--- src/rtl/xlat_pkg.sv ---
package xlat_pkg;

  // Supported buffer depths.
  function automatic bit depth_ok(input int n);
    return (n == 8) || (n == 16);
  endfunction

  // Index width for a given entry count.
  function automatic int idx_width(input int n);
    return (n <= 1) ? 1 : $clog2(n);
  endfunction

endpackage

--- src/rtl/xlat_entry.sv ---
module xlat_entry #(
  parameter int SEG_W  = 4,
  parameter int PAGE_W = 6,
  parameter int PPN_W  = 8
) (
  input  logic              clk,
  input  logic              rst,
  input  logic              clr,
  input  logic              wr_en,
  input  logic [SEG_W-1:0]  wr_seg,
  input  logic [PAGE_W-1:0] wr_page,
  input  logic [PPN_W-1:0]  wr_ppn,
  input  logic [SEG_W-1:0]  lk_seg,
  input  logic [PAGE_W-1:0] lk_page,
  input  logic [SEG_W-1:0]  in_seg,
  input  logic [PAGE_W-1:0] in_page,
  output logic              lk_match,
  output logic              in_match,
  output logic [PPN_W-1:0]  ppn
);

  logic              valid_q;
  logic [SEG_W-1:0]  seg_q;
  logic [PAGE_W-1:0] page_q;
  logic [PPN_W-1:0]  ppn_q;

  always_ff @(posedge clk) begin
    if (rst || clr) begin
      valid_q <= 1'b0;
    end else if (wr_en) begin
      valid_q <= 1'b1;
    end
  end

  always_ff @(posedge clk) begin
    if (wr_en && !clr) begin
      seg_q  <= wr_seg;
      page_q <= wr_page;
      ppn_q  <= wr_ppn;
    end
  end

  assign lk_match = valid_q && (seg_q == lk_seg) && (page_q == lk_page);
  assign in_match = valid_q && (seg_q == in_seg) && (page_q == in_page);
  assign ppn      = ppn_q;

  // a flush leaves the entry empty at the next cycle
  a_r9_entry_cleared: assert property (@(posedge clk) disable iff (rst)
    clr |=> !valid_q);

endmodule

--- src/rtl/xlat_select.sv ---
module xlat_select #(
  parameter int N = 8,
  parameter int W = 8
) (
  input  logic [N-1:0]        match,
  input  logic [N-1:0][W-1:0] data,
  output logic                hit,
  output logic [W-1:0]        q
);

  always_comb begin
    q = '0;
    for (int i = 0; i < N; i++) begin
      q = q | (data[i] & {W{match[i]}});
    end
  end

  assign hit = |match;

endmodule

--- src/rtl/xlat_victim.sv ---
module xlat_victim #(
  parameter int N     = 8,
  parameter int IDX_W = 3
) (
  input  logic             clk,
  input  logic             rst,
  input  logic             flush,
  input  logic             adv,
  output logic [IDX_W-1:0] ptr
);

  always_ff @(posedge clk) begin
    if (rst || flush) begin
      ptr <= '0;
    end else if (adv) begin
      ptr <= (ptr == IDX_W'(N - 1)) ? '0 : ptr + 1'b1;
    end
  end

  // filling restarts from entry 0 after a flush
  a_r9_ptr_restart: assert property (@(posedge clk) disable iff (rst)
    flush |=> (ptr == '0));

  // the pointer moves by exactly one slot per new-key insert
  a_r7_ptr_step: assert property (@(posedge clk) disable iff (rst)
    (adv && !flush) |=> (ptr == (($past(ptr) == IDX_W'(N - 1)) ? '0 : $past(ptr) + 1'b1)));

endmodule

--- src/rtl/xlat_miss_ctl.sv ---
module xlat_miss_ctl #(
  parameter int SEG_W  = 4,
  parameter int PAGE_W = 6
) (
  input  logic              clk,
  input  logic              rst,
  input  logic              miss,
  input  logic              clr,
  input  logic [SEG_W-1:0]  seg,
  input  logic [PAGE_W-1:0] page,
  output logic              irq,
  output logic [SEG_W-1:0]  cap_seg,
  output logic [PAGE_W-1:0] cap_page
);

  logic load;
  assign load = miss && (!irq || clr);

  always_ff @(posedge clk) begin
    if (rst) begin
      irq      <= 1'b0;
      cap_seg  <= '0;
      cap_page <= '0;
    end else begin
      irq <= (irq && !clr) || miss;
      if (load) begin
        cap_seg  <= seg;
        cap_page <= page;
      end
    end
  end

  // the request is held until software services it
  a_r5_irq_held: assert property (@(posedge clk) disable iff (rst)
    (irq && !clr) |=> irq);

  // the first unserviced miss keeps its capture
  a_r5_capture_stable: assert property (@(posedge clk) disable iff (rst)
    (irq && !clr) |=> ($stable(cap_seg) && $stable(cap_page)));

endmodule

--- src/rtl/xlat_cache.sv ---
module xlat_cache #(
  parameter int ENTRIES = 8,
  parameter int SEG_W   = 4,
  parameter int PAGE_W  = 6,
  parameter int OFF_W   = 10,
  parameter int PPN_W   = 8
) (
  input  logic                   clk,
  input  logic                   rst,
  input  logic                   lk_valid,
  input  logic [SEG_W-1:0]       lk_seg,
  input  logic [PAGE_W-1:0]      lk_page,
  input  logic [OFF_W-1:0]       lk_off,
  output logic                   rs_valid,
  output logic                   rs_hit,
  output logic [PPN_W+OFF_W-1:0] rs_paddr,
  output logic                   miss_irq,
  output logic [SEG_W-1:0]       miss_seg,
  output logic [PAGE_W-1:0]      miss_page,
  input  logic                   miss_ack,
  input  logic                   ins_valid,
  input  logic [SEG_W-1:0]       ins_seg,
  input  logic [PAGE_W-1:0]      ins_page,
  input  logic [PPN_W-1:0]       ins_ppn,
  input  logic                   flush
);

  import xlat_pkg::*;

  localparam int IDX_W = idx_width(ENTRIES);
  localparam int PA_W  = PPN_W + OFF_W;

  if (!depth_ok(ENTRIES)) begin : g_depth_check
    $error("xlat_cache: ENTRIES must be 8 or 16");
  end

  logic [ENTRIES-1:0]            lk_match;
  logic [ENTRIES-1:0]            in_match;
  logic [ENTRIES-1:0]            wr_en;
  logic [ENTRIES-1:0][PPN_W-1:0] ppn_all;
  logic [IDX_W-1:0]              ptr;
  logic                          key_present;
  logic                          lk_hit;
  logic [PPN_W-1:0]              lk_ppn;
  logic                          ins_take;

  assign key_present = |in_match;
  assign ins_take    = ins_valid && !flush;

  for (genvar i = 0; i < ENTRIES; i++) begin : g_entry
    assign wr_en[i] = ins_take &&
                      (key_present ? in_match[i] : (ptr == IDX_W'(i)));

    xlat_entry #(
      .SEG_W (SEG_W),
      .PAGE_W(PAGE_W),
      .PPN_W (PPN_W)
    ) u_entry (
      .clk     (clk),
      .rst     (rst),
      .clr     (flush),
      .wr_en   (wr_en[i]),
      .wr_seg  (ins_seg),
      .wr_page (ins_page),
      .wr_ppn  (ins_ppn),
      .lk_seg  (lk_seg),
      .lk_page (lk_page),
      .in_seg  (ins_seg),
      .in_page (ins_page),
      .lk_match(lk_match[i]),
      .in_match(in_match[i]),
      .ppn     (ppn_all[i])
    );
  end

  xlat_select #(
    .N(ENTRIES),
    .W(PPN_W)
  ) u_select (
    .match(lk_match),
    .data (ppn_all),
    .hit  (lk_hit),
    .q    (lk_ppn)
  );

  xlat_victim #(
    .N    (ENTRIES),
    .IDX_W(IDX_W)
  ) u_victim (
    .clk  (clk),
    .rst  (rst),
    .flush(flush),
    .adv  (ins_take && !key_present),
    .ptr  (ptr)
  );

  xlat_miss_ctl #(
    .SEG_W (SEG_W),
    .PAGE_W(PAGE_W)
  ) u_miss (
    .clk     (clk),
    .rst     (rst),
    .miss    (lk_valid && !lk_hit),
    .clr     (ins_valid || miss_ack),
    .seg     (lk_seg),
    .page    (lk_page),
    .irq     (miss_irq),
    .cap_seg (miss_seg),
    .cap_page(miss_page)
  );

  always_ff @(posedge clk) begin
    if (rst) begin
      rs_valid <= 1'b0;
      rs_hit   <= 1'b0;
      rs_paddr <= '0;
    end else begin
      rs_valid <= lk_valid;
      rs_hit   <= lk_valid && lk_hit;
      rs_paddr <= (lk_valid && lk_hit) ? {lk_ppn, lk_off} : PA_W'(0);
    end
  end

  // a key is never stored in two entries
  a_r8_no_duplicate: assert property (@(posedge clk) disable iff (rst)
    $onehot0(lk_match));

  // result valid follows the request by one cycle
  a_r2_result_follows: assert property (@(posedge clk) disable iff (rst)
    lk_valid |=> rs_valid);
  a_r2_no_spurious: assert property (@(posedge clk) disable iff (rst)
    !lk_valid |=> !rs_valid);

  // a miss raises the interrupt in the following cycle
  a_r4_miss_raises: assert property (@(posedge clk) disable iff (rst)
    (lk_valid && !lk_hit) |=> (miss_irq && !rs_hit));

  // a lookup right after a flush misses
  a_r9_flush_empties: assert property (@(posedge clk) disable iff (rst)
    flush ##1 lk_valid |=> (rs_valid && !rs_hit));

endmodule

--- config.mk ---
export PLATFORM = sky130hd
export DESIGN_NAME = xlat_cache
export DESIGN_NICKNAME = d
export VERILOG_FILES = /design/src/rtl/xlat_pkg.sv /design/src/rtl/xlat_entry.sv /design/src/rtl/xlat_select.sv /design/src/rtl/xlat_victim.sv /design/src/rtl/xlat_miss_ctl.sv /design/src/rtl/xlat_cache.sv
export SDC_FILE = /design/constraint.sdc
export NUM_CORES = 1
export LEC_CHECK = 0
export ABC_AREA = 1
export BUFFER_PORTS_ARGS = -buffer_cell sky130_fd_sc_hd__buf_2
export CAP_MARGIN = 20
export CORE_ASPECT_RATIO = 1.25
export CORE_MARGIN = 5
export CORE_UTILIZATION = 38
export DETAILED_ROUTE_END_ITERATION = 10
export MAX_ROUTING_LAYER = met4
export PLACE_DENSITY = 0.56
export SLEW_MARGIN = 20
export SYNTH_ARGS = -nofsm -noshare
export SYNTH_HDL_FRONTEND = slang
export SYNTH_HIERARCHICAL = 1
export SYNTH_SLANG_ARGS = --single-unit
--- constraint.sdc ---
create_clock -name clk -period 2.3 [get_ports clk]
set_input_delay 0 -clock clk [delete_from_list [all_inputs] [get_ports clk]]
set_output_delay 0 -clock clk [all_outputs]
set_load 0.05 [all_outputs]
* Yosys cells after proc, flatten, opt, wreduce, memory -nomap -nowiden
Cells that the tools add are included.
Word-level totals: flip-flop bits (word level) 186, output and inout port bits 31, logic and storage cells 171
Cells by class: $add $sub $neg 1, equality and inequality tests 39, mux-type cells 9, bitwise logic cells 16, reduce and logical (&&, ||, !) cells 67
Operator list (count):
- 6-bit equality test | 16
- 8-bit AND | 8
- 4-bit equality test | 16
- 8-bit OR | 7
- 1-bit logical AND | 54
- 8-bit OR reduction | 2
- 3-bit equality test, second input constant | 4
- 1-bit two-way mux | 8
- 3-bit by 2-bit equality test with 1-bit output, second input constant | 2
- 1-bit logical NOT | 5
- 1-bit logical OR | 4
- 3-bit by 1-bit adder with 3-bit output, second input constant | 1
- 3-bit by 1-bit equality test with 1-bit output, second input constant | 1
- 3-bit logical NOT | 1
- 3-bit two-way mux | 1
- 2-bit OR reduction | 1
- 1-bit inverter | 1

* Depth between registers and ports, before layout
Gate-level depths: netlist of the first run.
depth after elaboration 11, depth in mapped cells 15

* By module
Netlist of the first run, hierarchy kept.
By module, submodules not included:
- xlat_entry | times used 8, cells an instance 102, area each 932.1 µm², sequential area each 560.5 µm²
- xlat_cache | times used 1, cells an instance 113, area each 834.6 µm², sequential area each 400.4 µm²
- xlat_select | times used 1, cells an instance 133, area each 561.8 µm², sequential area each 0.0 µm²
- xlat_miss_ctl | times used 1, cells an instance 70, area each 489.2 µm², sequential area each 220.2 µm²
- xlat_victim | times used 1, cells an instance 19, area each 142.6 µm², sequential area each 60.1 µm²

* Least setup slack after synthesis of the first run
Ideal clock, no wire load.
kind register to register, start register g_entry[3].u_entry.page_q[2], end register g_entry[0].u_entry.page_q[0] (enable), arrival 2.046 ns, data required time 1.907 ns, path slack -0.139 ns, cell stages (with the launch flop) 16, period minus slack after synthesis 2.439 ns, cell sequence edfxtp_1 inv_1 nand2_1 nand2_1 inv_1 nand2_1 nor2_1 nand2_1 nor2_2 nor2_1 nand2_1 nor2_4 nand3_1 nand2_1 inv_1 nor2_1
On the way: longest elaborated chain between the ends 6
RTL lines:
- from (decl) | RTL line xlat_entry.sv:24 | logic [PAGE_W-1:0] page_q;
- from (signal assigned) | RTL line xlat_entry.sv:38 | page_q <= wr_page;
- 6-bit equality test | RTL line xlat_entry.sv:44 | assign in_match = valid_q && (seg_q == in_seg) && (page_q == in_page);
- 1-bit logical AND | RTL line xlat_entry.sv:44
- via in_match[3] | RTL line xlat_cache.sv:38 | logic [ENTRIES-1:0] in_match;
- 8-bit OR reduction | RTL line xlat_cache.sv:47 | assign key_present = |in_match;
- 1-bit two-way mux | RTL line xlat_cache.sv:52 | (key_present ? in_match[i] : (ptr == IDX_W'(i)));
- 1-bit logical AND | RTL line xlat_cache.sv:51 | assign wr_en[i] = ins_take &&
- via wr_en[0] | RTL line xlat_cache.sv:39 | logic [ENTRIES-1:0] wr_en;
- 1-bit logical AND | RTL line xlat_entry.sv:36 | if (wr_en && !clr) begin
- to (signal assigned) | RTL line xlat_entry.sv:38
- to (decl) | RTL line xlat_entry.sv:24
The timed path passes the listed nets, and every way through them passes these cells. A chain may end at the register's enable or synchronous reset.

* Worst setup path in the final report of the first run
start register g_entry[1].u_entry.page_q[3], end register g_entry[7].u_entry.seg_q[1] (enable)
On the way: longest elaborated chain between the ends 6
RTL lines:
- from (decl) | RTL line xlat_entry.sv:24
- from (signal assigned) | RTL line xlat_entry.sv:38
- 6-bit equality test | RTL line xlat_entry.sv:44
- 1-bit logical AND | RTL line xlat_entry.sv:44
- via in_match[1] | RTL line xlat_cache.sv:38
- 8-bit OR reduction | RTL line xlat_cache.sv:47
- 1-bit two-way mux | RTL line xlat_cache.sv:52
- 1-bit logical AND | RTL line xlat_cache.sv:51
- via wr_en[7] | RTL line xlat_cache.sv:39
- 1-bit logical AND | RTL line xlat_entry.sv:36
- to (signal assigned) | RTL line xlat_entry.sv:37 | seg_q <= wr_seg;
- to (decl) | RTL line xlat_entry.sv:23 | logic [SEG_W-1:0] seg_q;
The timed path passes the listed nets, and every way through them passes these cells.

==> results of run 1 <==
Yosys cell counts (2+ instances only):
| cell type | number |
|---|---|
| sky130_fd_sc_hd__nand2_1 | 388 |
| sky130_fd_sc_hd__inv_1 | 239 |
| sky130_fd_sc_hd__edfxtp_1 | 144 |
| sky130_fd_sc_hd__nor2_1 | 132 |
| sky130_fd_sc_hd__xor2_1 | 64 |
| sky130_fd_sc_hd__nand3_1 | 51 |
| sky130_fd_sc_hd__dfxtp_1 | 42 |
| sky130_fd_sc_hd__nor2_2 | 16 |
| sky130_fd_sc_hd__a21oi_1 | 14 |
| sky130_fd_sc_hd__buf_6 | 11 |
| sky130_fd_sc_hd__nor3_1 | 10 |
| sky130_fd_sc_hd__a21boi_0 | 8 |
| sky130_fd_sc_hd__o22ai_1 | 8 |
| sky130_fd_sc_hd__xnor2_1 | 8 |
| sky130_fd_sc_hd__buf_4 | 3 |
| sky130_fd_sc_hd__nor2_4 | 3 |
| sky130_fd_sc_hd__and2_1 | 2 |
| sky130_fd_sc_hd__ha_1 | 2 |
flip-flops by register name (all words and copies together) (netlist names):
| name | count |
|---|---|
| g_entry.u_entry/ppn | 64 |
| g_entry.u_entry/valid_q | 8 |
| g_entry.u_entry/page_q | 48 |
| u_miss/irq | 1 |
| u_miss/cap_page | 6 |
| g_entry.u_entry/seg_q | 32 |
| rs_hit | 1 |
| u_miss/cap_seg | 4 |
| rs_valid | 1 |
| u_victim/ptr | 3 |
| rs_paddr | 18 |
metrics by stage:
stage / util, % / power [mW] / cells
detailed placement: 43.2 / 4.33 / 1583
CTS: 46.6 / 7.34 / 1638
floorplan: - / 4.02 / 1151
global placement: 43.2 / 4.32 / 1583
global route: 47.3 / 7.55 / 1646
finish: 47.3 / 7.27 / 1646
worst register-to-register path, stage by stage (launching register included):
cell                        delay (ps)
sky130_fd_sc_hd__edfxtp_1          470
sky130_fd_sc_hd__inv_1              80
sky130_fd_sc_hd__nand2_1            40
sky130_fd_sc_hd__nand2_1            60
sky130_fd_sc_hd__inv_1              40
sky130_fd_sc_hd__nand2_1            50
sky130_fd_sc_hd__nor2_1             40
sky130_fd_sc_hd__nand2_1            70
sky130_fd_sc_hd__nor2_2             50
sky130_fd_sc_hd__nor2_2            120
sky130_fd_sc_hd__nand2_2            90
sky130_fd_sc_hd__nor2_4            180
sky130_fd_sc_hd__nand3_2           100
sky130_fd_sc_hd__nand2_2            70
sky130_fd_sc_hd__inv_2              40
sky130_fd_sc_hd__nor2_4            190
sky130_fd_sc_hd__clkbuf_16         190
layout make-up:
type,count,area [um2]
tap,330,413
fill,2383,13000
timing repair buffer,146,1170
clock inverter,14,166
sequential,186,5160
multi-input combinational,711,3350
clock buffer,18,450
inverter,241,905
worst paths after layout:
path	start	to
worst min register to register	u_miss/cap_page[5]	u_miss/cap_page[5]
worst min-delay path	rst	u_miss/irq
worst max-delay path	g_entry[1].u_entry/page_q[3]	g_entry[7].u_entry/seg_q[1]
worst max register to register	g_entry[1].u_entry/page_q[3]	g_entry[7].u_entry/seg_q[1]
kinds of logic (layout without fill, tap and decap cells):
family / Yosys count / after routing / share of synthesized area [%]
fa+ha+maj: 2 / 2 / 0.264
xor+xnor: 72 / 72 / 6.65
flops: 186 / 186 / 54.5
simple gates: 606 / 607 / 25.7
compound gates: 30 / 30 / 1.90
buf+inv: 255 / 419 / 11.1
power by group:
part | switching [mW] | total, mW | internal, mW | leakage (nW)
clock | 1.45 | 2.98 | 1.53 | 0.297
combinational | 0.410 | 0.631 | 0.220 | 3.68
sequential | 0.0153 | 3.65 | 3.64 | 1.64
total | 1.87 | 7.27 | 5.39 | 5.61
timing repair:
| action | CTS | global route |
|---|---|---|
| setup endpoints to repair | 0 | 144 |
| hold buffers | 23 | 0 |
| resized for setup | 0 | 25 |
| setup buffers | 0 | 4 |
| hold endpoints to repair | 106 | 0 |
per-layer routing:
metal / GRT usage (%) / vias to the layer above / wire length [um]
li1: - / 3783 / -
met1: 22.7 / 3394 / 10700
met2: 31.8 / 159 / 13000
met3: 2.31 / 38 / 964
met4: 5.97 / 0 / 582
met5: - / - / 0
==> metrics.txt, run 1 <==
# TYPE chip_impl_metric gauge
chip_impl_metric{name="register_to_register_path_setup_slack",unit="ps"} 140
chip_impl_metric{name="antenna_cells_inserted",unit=""} 0
chip_impl_metric{name="synth.yosys.warnings",unit=""} 6
chip_impl_metric{name="drtIter0Drc",unit=""} 585
chip_impl_metric{name="crit_required",unit="ps"} 2450
chip_impl_metric{name="synth_seq_cells",unit=""} 186
chip_impl_metric{name="max_cap_viol_count",unit=""} 0
chip_impl_metric{name="max_stage_delay",unit="ps"} 470
chip_impl_metric{name="hold_violations",unit=""} 0
chip_impl_info{name="worstSetupPathType",value="reg -> reg"} 1
chip_impl_metric{name="clk-insertion-delay-late",unit="ps"} 430
chip_impl_metric{name="worst_pin_slew",unit="ps"} 631
chip_impl_metric{name="maxSlewHeadroom",unit="%"} 57.9
chip_impl_metric{name="io_buffer_count",unit=""} 74
chip_impl_metric{name="postSynthCellCount",unit=""} 1151
chip_impl_metric{name="maximum_number_of_pins_on_one_net_before_global_route_repair",unit=""} 25
chip_impl_metric{name="cp.depth",unit=""} 16
chip_impl_metric{name="drc",unit=""} 0
chip_impl_metric{name="core_area",unit="um2"} 24600
chip_impl_metric{name="hpwlAfterDp",unit="um"} 17100
chip_impl_metric{name="fin_crit_sh",unit="%"} 93.8
chip_impl_info{name="end_kind",value="flop"} 1
chip_impl_metric{name="period_needed",unit="ps"} 2160
chip_impl_metric{name="clkSinkCount",unit=""} 186
chip_impl_metric{name="setup_tns",unit="ps"} 0
chip_impl_info{name="crit_chain",value="inv_1 > nand2_1 > nand2_1 > inv_1 > nand2_1 > nor2_1 > nand2_1 > nor2_2 > nor2_2 > nand2_2 > nor2_4 > nand3_2 > nand2_2 > inv_2 > nor2_4 > clkbuf_16"} 1
chip_impl_metric{name="hold-worst-slack",unit="ps"} 28.2
chip_impl_metric{name="max-clock-path-buffers",unit=""} 2
chip_impl_metric{name="grt_usage",unit="%"} 18.6
chip_impl_metric{name="arrival",unit="ps"} 2310
chip_impl_metric{name="numCtsBuffers",unit=""} 17
chip_impl_info{name="synth_top_cell_by_area",value="sky130_fd_sc_hd__edfxtp_1"} 1
chip_impl_metric{name="synth_async_sr_flop_share",unit="%"} 0
chip_impl_info{name="holdCritPathClass",value="in -> reg"} 1
chip_impl_metric{name="num-nets-final",unit=""} 1349
chip_impl_info{name="cpMostUsedCell",value="sky130_fd_sc_hd__nand2_1"} 1
chip_impl_metric{name="route.detailed.vias_per_inst",unit=""} 4.48
chip_impl_metric{name="synth_top_cell_area_share",unit="%"} 45.6
chip_impl_metric{name="preCtsSetupSlack",unit="ps"} 21.6
chip_impl_metric{name="clock.fmax",unit="MHz"} 463
chip_impl_info{name="layout_commonest_cell",value="sky130_fd_sc_hd__nand2_1"} 1
chip_impl_metric{name="synth.yosys.seq_area_share",unit="%"} 54.5
chip_impl_metric{name="dr_total_vias",unit=""} 7374
chip_impl_metric{name="timing.reg2reg.worst_path_depth",unit=""} 16
chip_impl_metric{name="irDropWorstVdd",unit="mV"} 0.518
chip_impl_metric{name="finished_layout_cell_area",unit="um2"} 11600
chip_impl_info{name="cpMaxStageDelayCell",value="sky130_fd_sc_hd__edfxtp_1"} 1
chip_impl_metric{name="placedInstanceArea",unit="um2"} 10600
chip_impl_info{name="outcome",value="complete, no violations"} 1
chip_impl_metric{name="whs_path_depth",unit=""} 2
chip_impl_metric{name="syn-mean-instance-area",unit="um2"} 8.24
chip_impl_metric{name="detailedRoute.firstPassIterationCount",unit=""} 5
chip_impl_metric{name="grt_overflow",unit=""} 0
chip_impl_info{name="tritoncts",value="done"} 1
chip_impl_metric{name="num_io_pins",unit=""} 75
chip_impl_metric{name="area_growth_syn_to_layout",unit="%"} 22.6
chip_impl_metric{name="synth_cell_type_count",unit=""} 24
chip_impl_info{name="synth_flop_cell",value="sky130_fd_sc_hd__edfxtp_1"} 1
chip_impl_metric{name="clkTransAtPathRegs",unit="ps"} 70
chip_impl_metric{name="die_area",unit="um2"} 28200
chip_impl_info{name="most_frequent_cells_in_the_layout",value="sky130_fd_sc_hd__nand2_1, sky130_fd_sc_hd__inv_1, sky130_fd_sc_hd__edfxtp_1"} 1
chip_impl_metric{name="drv_slew",unit=""} 0
chip_impl_metric{name="power-per-cell-area",unit="nW/um2"} 625
chip_impl_metric{name="chipHeight",unit="um"} 187
chip_impl_metric{name="synth_enable_flop_cells",unit=""} 144
chip_impl_metric{name="detail_route.wl_per_cell",unit="um"} 15.3
chip_impl_metric{name="mappedNetlistNets",unit=""} 1197
chip_impl_metric{name="placementRows",unit=""} 64
chip_impl_info{name="worst_path_dominant_cell_family",value="simple AND/OR/NAND/NOR gates"} 1
chip_impl_metric{name="layout-drive-gt1-share",unit="%"} 15.0
chip_impl_metric{name="postRouteWirelength",unit="um"} 25200
chip_impl_metric{name="grt_pass1_vias",unit=""} 7048
chip_impl_metric{name="cp.buffers_inverters",unit=""} 4
chip_impl_metric{name="ctsHtreeMaxLevel",unit=""} 4
chip_impl_metric{name="placer_s_final_routability_congestion_estimate",unit=""} 0.852
chip_impl_metric{name="finalSetupViolations",unit=""} 0
chip_impl_metric{name="ant_nets",unit=""} 0
chip_impl_metric{name="worstPathMaxFanout",unit=""} 5
chip_impl_metric{name="grt_antenna_before_repair",unit=""} 0
chip_impl_info{name="root_buffer",value="sky130_fd_sc_hd__clkbuf_16"} 1
chip_impl_info{name="crit_path_start_kind",value="flop"} 1
chip_impl_metric{name="synth.cell_area",unit="um2"} 9490
chip_impl_metric{name="worst_slack",unit="ps"} 142
chip_impl_metric{name="p_leak",unit="nW"} 5.61
chip_impl_info{name="grt_setup_unrepaired",value="yes"} 1
chip_impl_metric{name="timing.clock.skew",unit="ps"} 14.2
chip_impl_info{name="synth_area_leaders",value="sky130_fd_sc_hd__edfxtp_1, sky130_fd_sc_hd__nand2_1, sky130_fd_sc_hd__inv_1"} 1
chip_impl_metric{name="die_w",unit="um"} 151
chip_impl_metric{name="initial_utilization",unit="%"} 38.6
chip_impl_metric{name="grt_pass1_wl",unit="um"} 38900
Power figures use the tool's default switching activity.
==> run 2: changes to the inputs <==
Settings changed: ABC_AREA 1 to unset.
==> run 2 against run 1 <==
  * Utilization up 1.3 points
  * Flip-flop and latch count unchanged
  * Maximum frequency down 5.8%
  * Via count down 28%
  * Sequential share of layout area up 5.2 points
  * Critical path type unchanged
  * Largest cell class unchanged
==> metrics.txt, run 2 <==
# TYPE chip_impl_metric gauge
chip_impl_metric{name="postSynthCellCount",unit=""} 589
chip_impl_metric{name="detailedRoute.firstPassIterationCount",unit=""} 5
chip_impl_metric{name="total_power",unit="mW"} 7.19
chip_impl_metric{name="placedInstanceArea",unit="um2"} 9380
chip_impl_metric{name="worst_pin_slew",unit="ps"} 499
chip_impl_metric{name="timing.clock.skew",unit="ps"} 14.7
chip_impl_metric{name="clk-insertion-delay-late",unit="ps"} 430
chip_impl_metric{name="setup_tns",unit="ps"} 0
chip_impl_metric{name="dr_total_vias",unit=""} 5307
chip_impl_metric{name="register_to_register_path_setup_slack",unit="ps"} 9
chip_impl_info{name="cpMaxStageDelayCell",value="sky130_fd_sc_hd__edfxtp_1"} 1
chip_impl_metric{name="die_w",unit="um"} 141
chip_impl_info{name="crit_path_start_kind",value="flop"} 1
chip_impl_info{name="reg_to_reg_endpoint",value="g_entry[0].u_entry/ppn[0]"} 1
chip_impl_metric{name="num-nets-final",unit=""} 787
chip_impl_info{name="crit_path_end",value="g_entry[0].u_entry/ppn[0]"} 1
chip_impl_metric{name="grt_overflow",unit=""} 0
chip_impl_metric{name="initial_utilization",unit="%"} 38.3
chip_impl_metric{name="period_needed",unit="ps"} 2290
chip_impl_metric{name="hold_violations",unit=""} 0
chip_impl_metric{name="drc",unit=""} 0
chip_impl_metric{name="hpwlAfterDp",unit="um"} 15000
chip_impl_info{name="grt_setup_unrepaired",value="yes"} 1
chip_impl_metric{name="hold-worst-slack",unit="ps"} 39.6
chip_impl_metric{name="crit_required",unit="ps"} 2430
chip_impl_metric{name="drtIter0Drc",unit=""} 333
chip_impl_metric{name="ctsHtreeMaxLevel",unit=""} 4
chip_impl_metric{name="timing.reg2reg.worst_path_depth",unit=""} 8
chip_impl_info{name="most_frequent_cells_in_the_layout",value="sky130_fd_sc_hd__xnor2_1, sky130_fd_sc_hd__edfxtp_1, sky130_fd_sc_hd__buf_2"} 1
chip_impl_metric{name="io_buffer_count",unit=""} 74
chip_impl_info{name="tritoncts",value="done"} 1
chip_impl_metric{name="mappedNetlistNets",unit=""} 635
chip_impl_metric{name="max_stage_delay",unit="ps"} 430
chip_impl_info{name="worstSetupPathType",value="reg -> reg"} 1
chip_impl_metric{name="grt_pass1_wl",unit="um"} 32700
chip_impl_metric{name="largest_register_ff_count",unit=""} 64
chip_impl_info{name="outcome",value="complete, no violations"} 1
chip_impl_info{name="post-synth-top-count-cell",value="sky130_fd_sc_hd__xnor2_1"} 1
chip_impl_metric{name="arrival",unit="ps"} 2420
chip_impl_metric{name="worst_slack",unit="ps"} 8.70
chip_impl_metric{name="max-clock-path-buffers",unit=""} 2
chip_impl_metric{name="max_cap_viol_count",unit=""} 0
chip_impl_metric{name="placementRows",unit=""} 60
chip_impl_metric{name="num_io_pins",unit=""} 75
chip_impl_metric{name="preCtsSetupSlack",unit="ps"} 49.2
chip_impl_info{name="synth_flop_cell",value="sky130_fd_sc_hd__edfxtp_1"} 1
chip_impl_metric{name="area_growth_syn_to_layout",unit="%"} 27.0
chip_impl_metric{name="finalSetupViolations",unit=""} 0
chip_impl_info{name="synth_top_cell_by_area",value="sky130_fd_sc_hd__edfxtp_1"} 1
chip_impl_metric{name="worstPathMaxFanout",unit=""} 18
chip_impl_metric{name="finished_layout_cell_area",unit="um2"} 10400
chip_impl_metric{name="grt_antenna_before_repair",unit=""} 1
chip_impl_info{name="worst_hold_startpoint",value="lk_page[4]"} 1
chip_impl_metric{name="synth_cell_type_count",unit=""} 34
chip_impl_metric{name="clkSinkCount",unit=""} 186
chip_impl_info{name="synth_area_leaders",value="sky130_fd_sc_hd__edfxtp_1, sky130_fd_sc_hd__xnor2_1, sky130_fd_sc_hd__dfxtp_1"} 1
chip_impl_metric{name="irDropWorstVdd",unit="mV"} 0.483
chip_impl_info{name="root_buffer",value="sky130_fd_sc_hd__clkbuf_16"} 1
chip_impl_metric{name="numCtsBuffers",unit=""} 17
chip_impl_metric{name="p_leak",unit="nW"} 3.50
chip_impl_metric{name="syn-mean-instance-area",unit="um2"} 13.9
chip_impl_info{name="crit_chain",value="xnor2_1 > nand4_1 > nor3_2 > nor4_2 > nand2_1 > o21ai_1 > nor2b_2 > buf_12"} 1
chip_impl_metric{name="fin_crit_sh",unit="%"} 99.6
chip_impl_metric{name="route.detailed.vias_per_inst",unit=""} 5.13
chip_impl_metric{name="synth_top_cell_area_share",unit="%"} 52.8
chip_impl_metric{name="synth_async_sr_flop_share",unit="%"} 0
chip_impl_metric{name="detail_route.wl_per_cell",unit="um"} 21.2
chip_impl_info{name="r2r-start",value="g_entry[0].u_entry/page_q[1]"} 1
chip_impl_metric{name="synth.cell_area",unit="um2"} 8190
chip_impl_metric{name="die_area",unit="um2"} 24600
chip_impl_metric{name="maximum_number_of_pins_on_one_net_before_global_route_repair",unit=""} 34
chip_impl_metric{name="maxSlewHeadroom",unit="%"} 66.6
chip_impl_metric{name="synth.yosys.seq_area_share",unit="%"} 63.1
chip_impl_metric{name="layout-drive-gt1-share",unit="%"} 25.7
chip_impl_info{name="cp-startpoint",value="g_entry[0].u_entry/page_q[1]"} 1
chip_impl_metric{name="synth_seq_cells",unit=""} 186
chip_impl_metric{name="clock.fmax",unit="MHz"} 436
chip_impl_metric{name="core_area",unit="um2"} 21400
chip_impl_metric{name="drv_slew",unit=""} 0
chip_impl_metric{name="ant_nets",unit=""} 0
chip_impl_info{name="holdCritPathClass",value="in -> reg"} 1
chip_impl_metric{name="placer_s_final_routability_congestion_estimate",unit=""} 0.871
chip_impl_metric{name="clkTransAtPathRegs",unit="ps"} 70
chip_impl_metric{name="postRouteWirelength",unit="um"} 21900
chip_impl_metric{name="grt_usage",unit="%"} 18.4
chip_impl_metric{name="grt_pass1_vias",unit=""} 5551
chip_impl_info{name="end_kind",value="flop"} 1
chip_impl_metric{name="power-per-cell-area",unit="nW/um2"} 692
chip_impl_info{name="layout_commonest_cell",value="sky130_fd_sc_hd__xnor2_1"} 1
chip_impl_info{name="yosys-top-cells-count",value="sky130_fd_sc_hd__xnor2_1, sky130_fd_sc_hd__edfxtp_1, sky130_fd_sc_hd__dfxtp_1, sky130_fd_sc_hd__nand4_1, sky130_fd_sc_hd__a22oi_1"} 1
chip_impl_metric{name="chipHeight",unit="um"} 174
chip_impl_metric{name="synth_enable_flop_cells",unit=""} 144
chip_impl_metric{name="synth.yosys.warnings",unit=""} 6
[run 2: cell types whose count changed after synthesis, sizes merged, moves of 13 or more]
cell,before,now
nand2,390,11
a21oi,14,1
nand3,51,19
nand2b,0,22
inv,240,1
a22oi,0,32
nand4,1,40
nor3,10,26
and3,0,18
xor2,64,0
xnor2,8,160
nor2,151,11
[run 2: worst min-delay path by stage]
stage	slack, ps	endpoint	depth (start not counted)
2_1_floorplan	60	u_victim/ptr[0]	1
3_3_place_gp	230	rs_paddr[5]	2
3_5_place_dp	240	rs_paddr[0]	2
4_1_cts	30	u_miss/cap_page[2]	3
5_1_grt	20	u_miss/cap_page[2]	3
6_report	40	u_miss/cap_page[4]	3
[run 2: report_power, final]
group	switching [mW]	internal, mW	total, mW
Sequential	0.0145	3.64	3.65
Combinational	0.336	0.253	0.589
Clock	1.40	1.55	2.95
[run 2: kinds of logic after synthesis]
logic type / synth area share (%)
adders and majority gates: 0.306
and+or+nand+nor: 13.1
DFF: 63.1
muxes: 1.34
AOI/OAI and AO/OA: 3.87
xor gates and xnor gates: 17.1
buffers and inverters: 1.16
[run 2: cell type report]
| class | instances | area (um2) |
|---|---|---|
| diodes | 1 | 2.50 |
| clock buffers | 19 | 464 |
| clock inverters | 13 | 146 |
| fillers | 1880 | 11000 |
| inverters | 1 | 3.75 |
| multi-input cells | 386 | 3030 |
| flip-flops and latches | 186 | 5160 |
| well taps | 279 | 349 |
| repair buffers | 149 | 1230 |
[run 2: layer usage]
layer	global-route usage, %	routed length, um	vias to the layer above
li1	-	-	2477
met1	21.6	8950	2676
met2	32.4	11800	131
met3	3.60	952	23
met4	4.04	248	0
met5	-	0	-
[run 2: repair_timing]
item                                   in CTS  in global routing
hold buffers                               29                  0
endpoints found under the hold margin     125                  0
resized for setup                           0                 21
buffers inserted                            0                  2
setup endpoints to repair                   0                146
[run 2: stage by stage]
step | cells | util (%)
6_report | 1034 | 48.6
3_3_place_gp | 970 | 43.8
2_1_floorplan | 589 | -
5_1_grt | 1034 | 48.6
3_5_place_dp | 970 | 43.8
4_1_cts | 1031 | 48.0
[run 2: critical path: cells and delay by family, from the launching register on]
family | cells | cell delay (ps)
buffers and inverters | 1 | 180
AOI/OAI and AO/OA | 1 | 220
xor gates and xnor gates | 1 | 150
DFF | 1 | 430
and+or+nand+nor | 5 | 990
==> run 3: changes to the inputs <==
Settings changed: CORE_UTILIZATION 38 to 53, PLACE_DENSITY 0.56 to 0.74.
==> run 3 against run 2 <==
  * Worst hold slack worse by 22 ps
  * Highest routed layer unchanged
  * Clock power hardly changed
  * Largest power group unchanged
  * Sequential power is essentially flat
  * Critical path type unchanged
==> metrics.txt, run 3 (synthesis results as in run 2) <==
# TYPE chip_impl_metric gauge
chip_impl_metric{name="p_leak",unit="nW"} 3.44
chip_impl_metric{name="period_needed",unit="ps"} 2220
chip_impl_metric{name="hold_violations",unit=""} 0
chip_impl_metric{name="grt_pass1_wl",unit="um"} 31400
chip_impl_metric{name="placementRows",unit=""} 50
chip_impl_metric{name="grt_overflow",unit=""} 0
chip_impl_metric{name="placedInstanceArea",unit="um2"} 9260
chip_impl_metric{name="irDropWorstVdd",unit="mV"} 0.496
chip_impl_metric{name="m1_wire_length",unit="um"} 7690
chip_impl_metric{name="grt_pass1_vias",unit=""} 5592
chip_impl_metric{name="clkTransAtPathRegs",unit="ps"} 70
chip_impl_metric{name="nFillCells",unit=""} 1092
chip_impl_metric{name="timing.clock.skew",unit="ps"} 8.72
chip_impl_metric{name="die_w",unit="um"} 121
chip_impl_metric{name="max-clock-path-buffers",unit=""} 2
chip_impl_metric{name="maximum_number_of_pins_on_one_net_before_global_route_repair",unit=""} 34
chip_impl_metric{name="layout-drive-gt1-share",unit="%"} 25.2
chip_impl_metric{name="num-nets-final",unit=""} 784
chip_impl_metric{name="antenna_cells_inserted",unit=""} 0
chip_impl_info{name="crit_path_start_kind",value="flop"} 1
chip_impl_metric{name="clk-insertion-delay-late",unit="ps"} 430
chip_impl_metric{name="fin_crit_sh",unit="%"} 96.4
chip_impl_metric{name="power-per-cell-area",unit="nW/um2"} 709
chip_impl_info{name="grt_setup_unrepaired",value="yes"} 1
chip_impl_metric{name="io_buffer_count",unit=""} 74
chip_impl_metric{name="detail_route.wl_per_cell",unit="um"} 21.3
chip_impl_metric{name="worstPathMaxFanout",unit=""} 18
chip_impl_metric{name="clkSinkCount",unit=""} 186
chip_impl_metric{name="area_growth_syn_to_layout",unit="%"} 24.1
chip_impl_metric{name="wl_met3",unit="um"} 1210
chip_impl_metric{name="clock.fmax",unit="MHz"} 451
chip_impl_metric{name="register_to_register_path_setup_slack",unit="ps"} 80
chip_impl_metric{name="detailedRoute.firstPassIterationCount",unit=""} 4
chip_impl_metric{name="drtIter0Drc",unit=""} 387
chip_impl_metric{name="placer_s_final_routability_congestion_estimate",unit=""} 0.872
chip_impl_metric{name="setup_tns",unit="ps"} 0
chip_impl_metric{name="arrival",unit="ps"} 2360
chip_impl_metric{name="core_area",unit="um2"} 15100
chip_impl_info{name="holdCritPathClass",value="in -> reg"} 1
chip_impl_info{name="most_frequent_cells_in_the_layout",value="sky130_fd_sc_hd__xnor2_1, sky130_fd_sc_hd__edfxtp_1, sky130_fd_sc_hd__buf_2"} 1
chip_impl_info{name="tritoncts",value="done"} 1
chip_impl_info{name="layout_commonest_cell",value="sky130_fd_sc_hd__xnor2_1"} 1
chip_impl_metric{name="ctsHtreeMaxLevel",unit=""} 4
chip_impl_info{name="end_kind",value="flop"} 1
chip_impl_metric{name="total_power",unit="mW"} 7.20
chip_impl_metric{name="hpwlAfterDp",unit="um"} 14200
chip_impl_metric{name="die_area",unit="um2"} 18100
chip_impl_metric{name="grt_usage",unit="%"} 24.3
chip_impl_metric{name="drc",unit=""} 0
chip_impl_info{name="worstSetupPathType",value="reg -> reg"} 1
chip_impl_metric{name="worst_pin_slew",unit="ps"} 691
chip_impl_metric{name="largest_register_ff_count",unit=""} 64
chip_impl_metric{name="chipHeight",unit="um"} 149
chip_impl_metric{name="count_of_buffers_added_by_post_cts_timing_repair_for_setup",unit=""} 0
chip_impl_metric{name="dr_total_vias",unit=""} 5379
chip_impl_metric{name="route.detailed.vias_per_inst",unit=""} 5.61
chip_impl_metric{name="postRouteWirelength",unit="um"} 20500
chip_impl_metric{name="met2RoutedLength",unit="um"} 10800
chip_impl_metric{name="initial_utilization",unit="%"} 54.3
chip_impl_metric{name="grt_antenna_before_repair",unit=""} 0
chip_impl_metric{name="num_io_pins",unit=""} 75
chip_impl_metric{name="ant_nets",unit=""} 0
chip_impl_info{name="outcome",value="complete, no violations"} 1
chip_impl_metric{name="hold-worst-slack",unit="ps"} 17.6
chip_impl_metric{name="numCtsBuffers",unit=""} 17
chip_impl_metric{name="maxSlewHeadroom",unit="%"} 53.7
chip_impl_metric{name="finalSetupViolations",unit=""} 0
chip_impl_metric{name="finalCoreUtilization",unit="%"} 67.4
chip_impl_info{name="root_buffer",value="sky130_fd_sc_hd__clkbuf_16"} 1
chip_impl_metric{name="crit_required",unit="ps"} 2440
chip_impl_metric{name="finished_layout_cell_area",unit="um2"} 10200
chip_impl_info{name="maxUsedRoutingLayer",value="met4"} 1
chip_impl_metric{name="max_cap_viol_count",unit=""} 0
chip_impl_metric{name="drv_slew",unit=""} 0
-- run 3: where the power goes --
part	switching, mW	leakage [nW]	internal, mW
clock	1.33	0.289	1.65
sequential	0.0138	1.64	3.64
combinational	0.328	1.52	0.243
-- run 3: worst max-delay path, cell delays in order (launching register included) --
cell                       delay, ps
sky130_fd_sc_hd__edfxtp_1        420
sky130_fd_sc_hd__xnor2_1         150
sky130_fd_sc_hd__nand4_1         120
sky130_fd_sc_hd__nor3_2           80
sky130_fd_sc_hd__nor4b_4         340
sky130_fd_sc_hd__nand3_2         190
sky130_fd_sc_hd__o21ai_1         230
sky130_fd_sc_hd__nor2b_2         220
sky130_fd_sc_hd__buf_12          170
-- run 3: layer usage --
metal,vias up,track usage (%)
met5,-,-
met2,178,41.4
li1,2468,-
met4,0,11.1
met1,2687,27.9
met3,46,4.44
-- run 3: stage by stage --
step | std cells | setup WS (ps)
after floorplan | 589 | 42.9
after global placement | 900 | 123
after detailed placement | 900 | 76.9
after CTS | 959 | 62.0
after global routing | 959 | -31.9
final | 959 | 82.2
-- run 3: final timing paths --
path,startpoint,to,cells after the start
max reg2reg,g_entry[7].u_entry/page_q[1],g_entry[2].u_entry/ppn[0],8
min,ins_page[5],g_entry[2].u_entry/page_q[5],1
max,g_entry[7].u_entry/page_q[1],g_entry[2].u_entry/ppn[0],8
min reg2reg,u_miss/cap_page[5],u_miss/cap_page[5],2
-- run 3: timing repair --
| action | in CTS | in global routing |
|---|---|---|
| hold endpoints to repair | 104 | 0 |
| setup endpoints to repair | 0 | 139 |
| resized for setup | 0 | 6 |
| hold buffers | 27 | 0 |
-- run 3: final cells by class --
type	count	area, um2	share of cell area [%]
Multi-Input combinational cell	386	2970	29.2
Inverter	1	3.75	0.0369
Clock buffer	17	425	4.19
Timing Repair Buffer	146	1160	11.4
Clock inverter	15	180	1.77
Tap cell	208	260	2.56
Sequential cell	186	5160	50.8
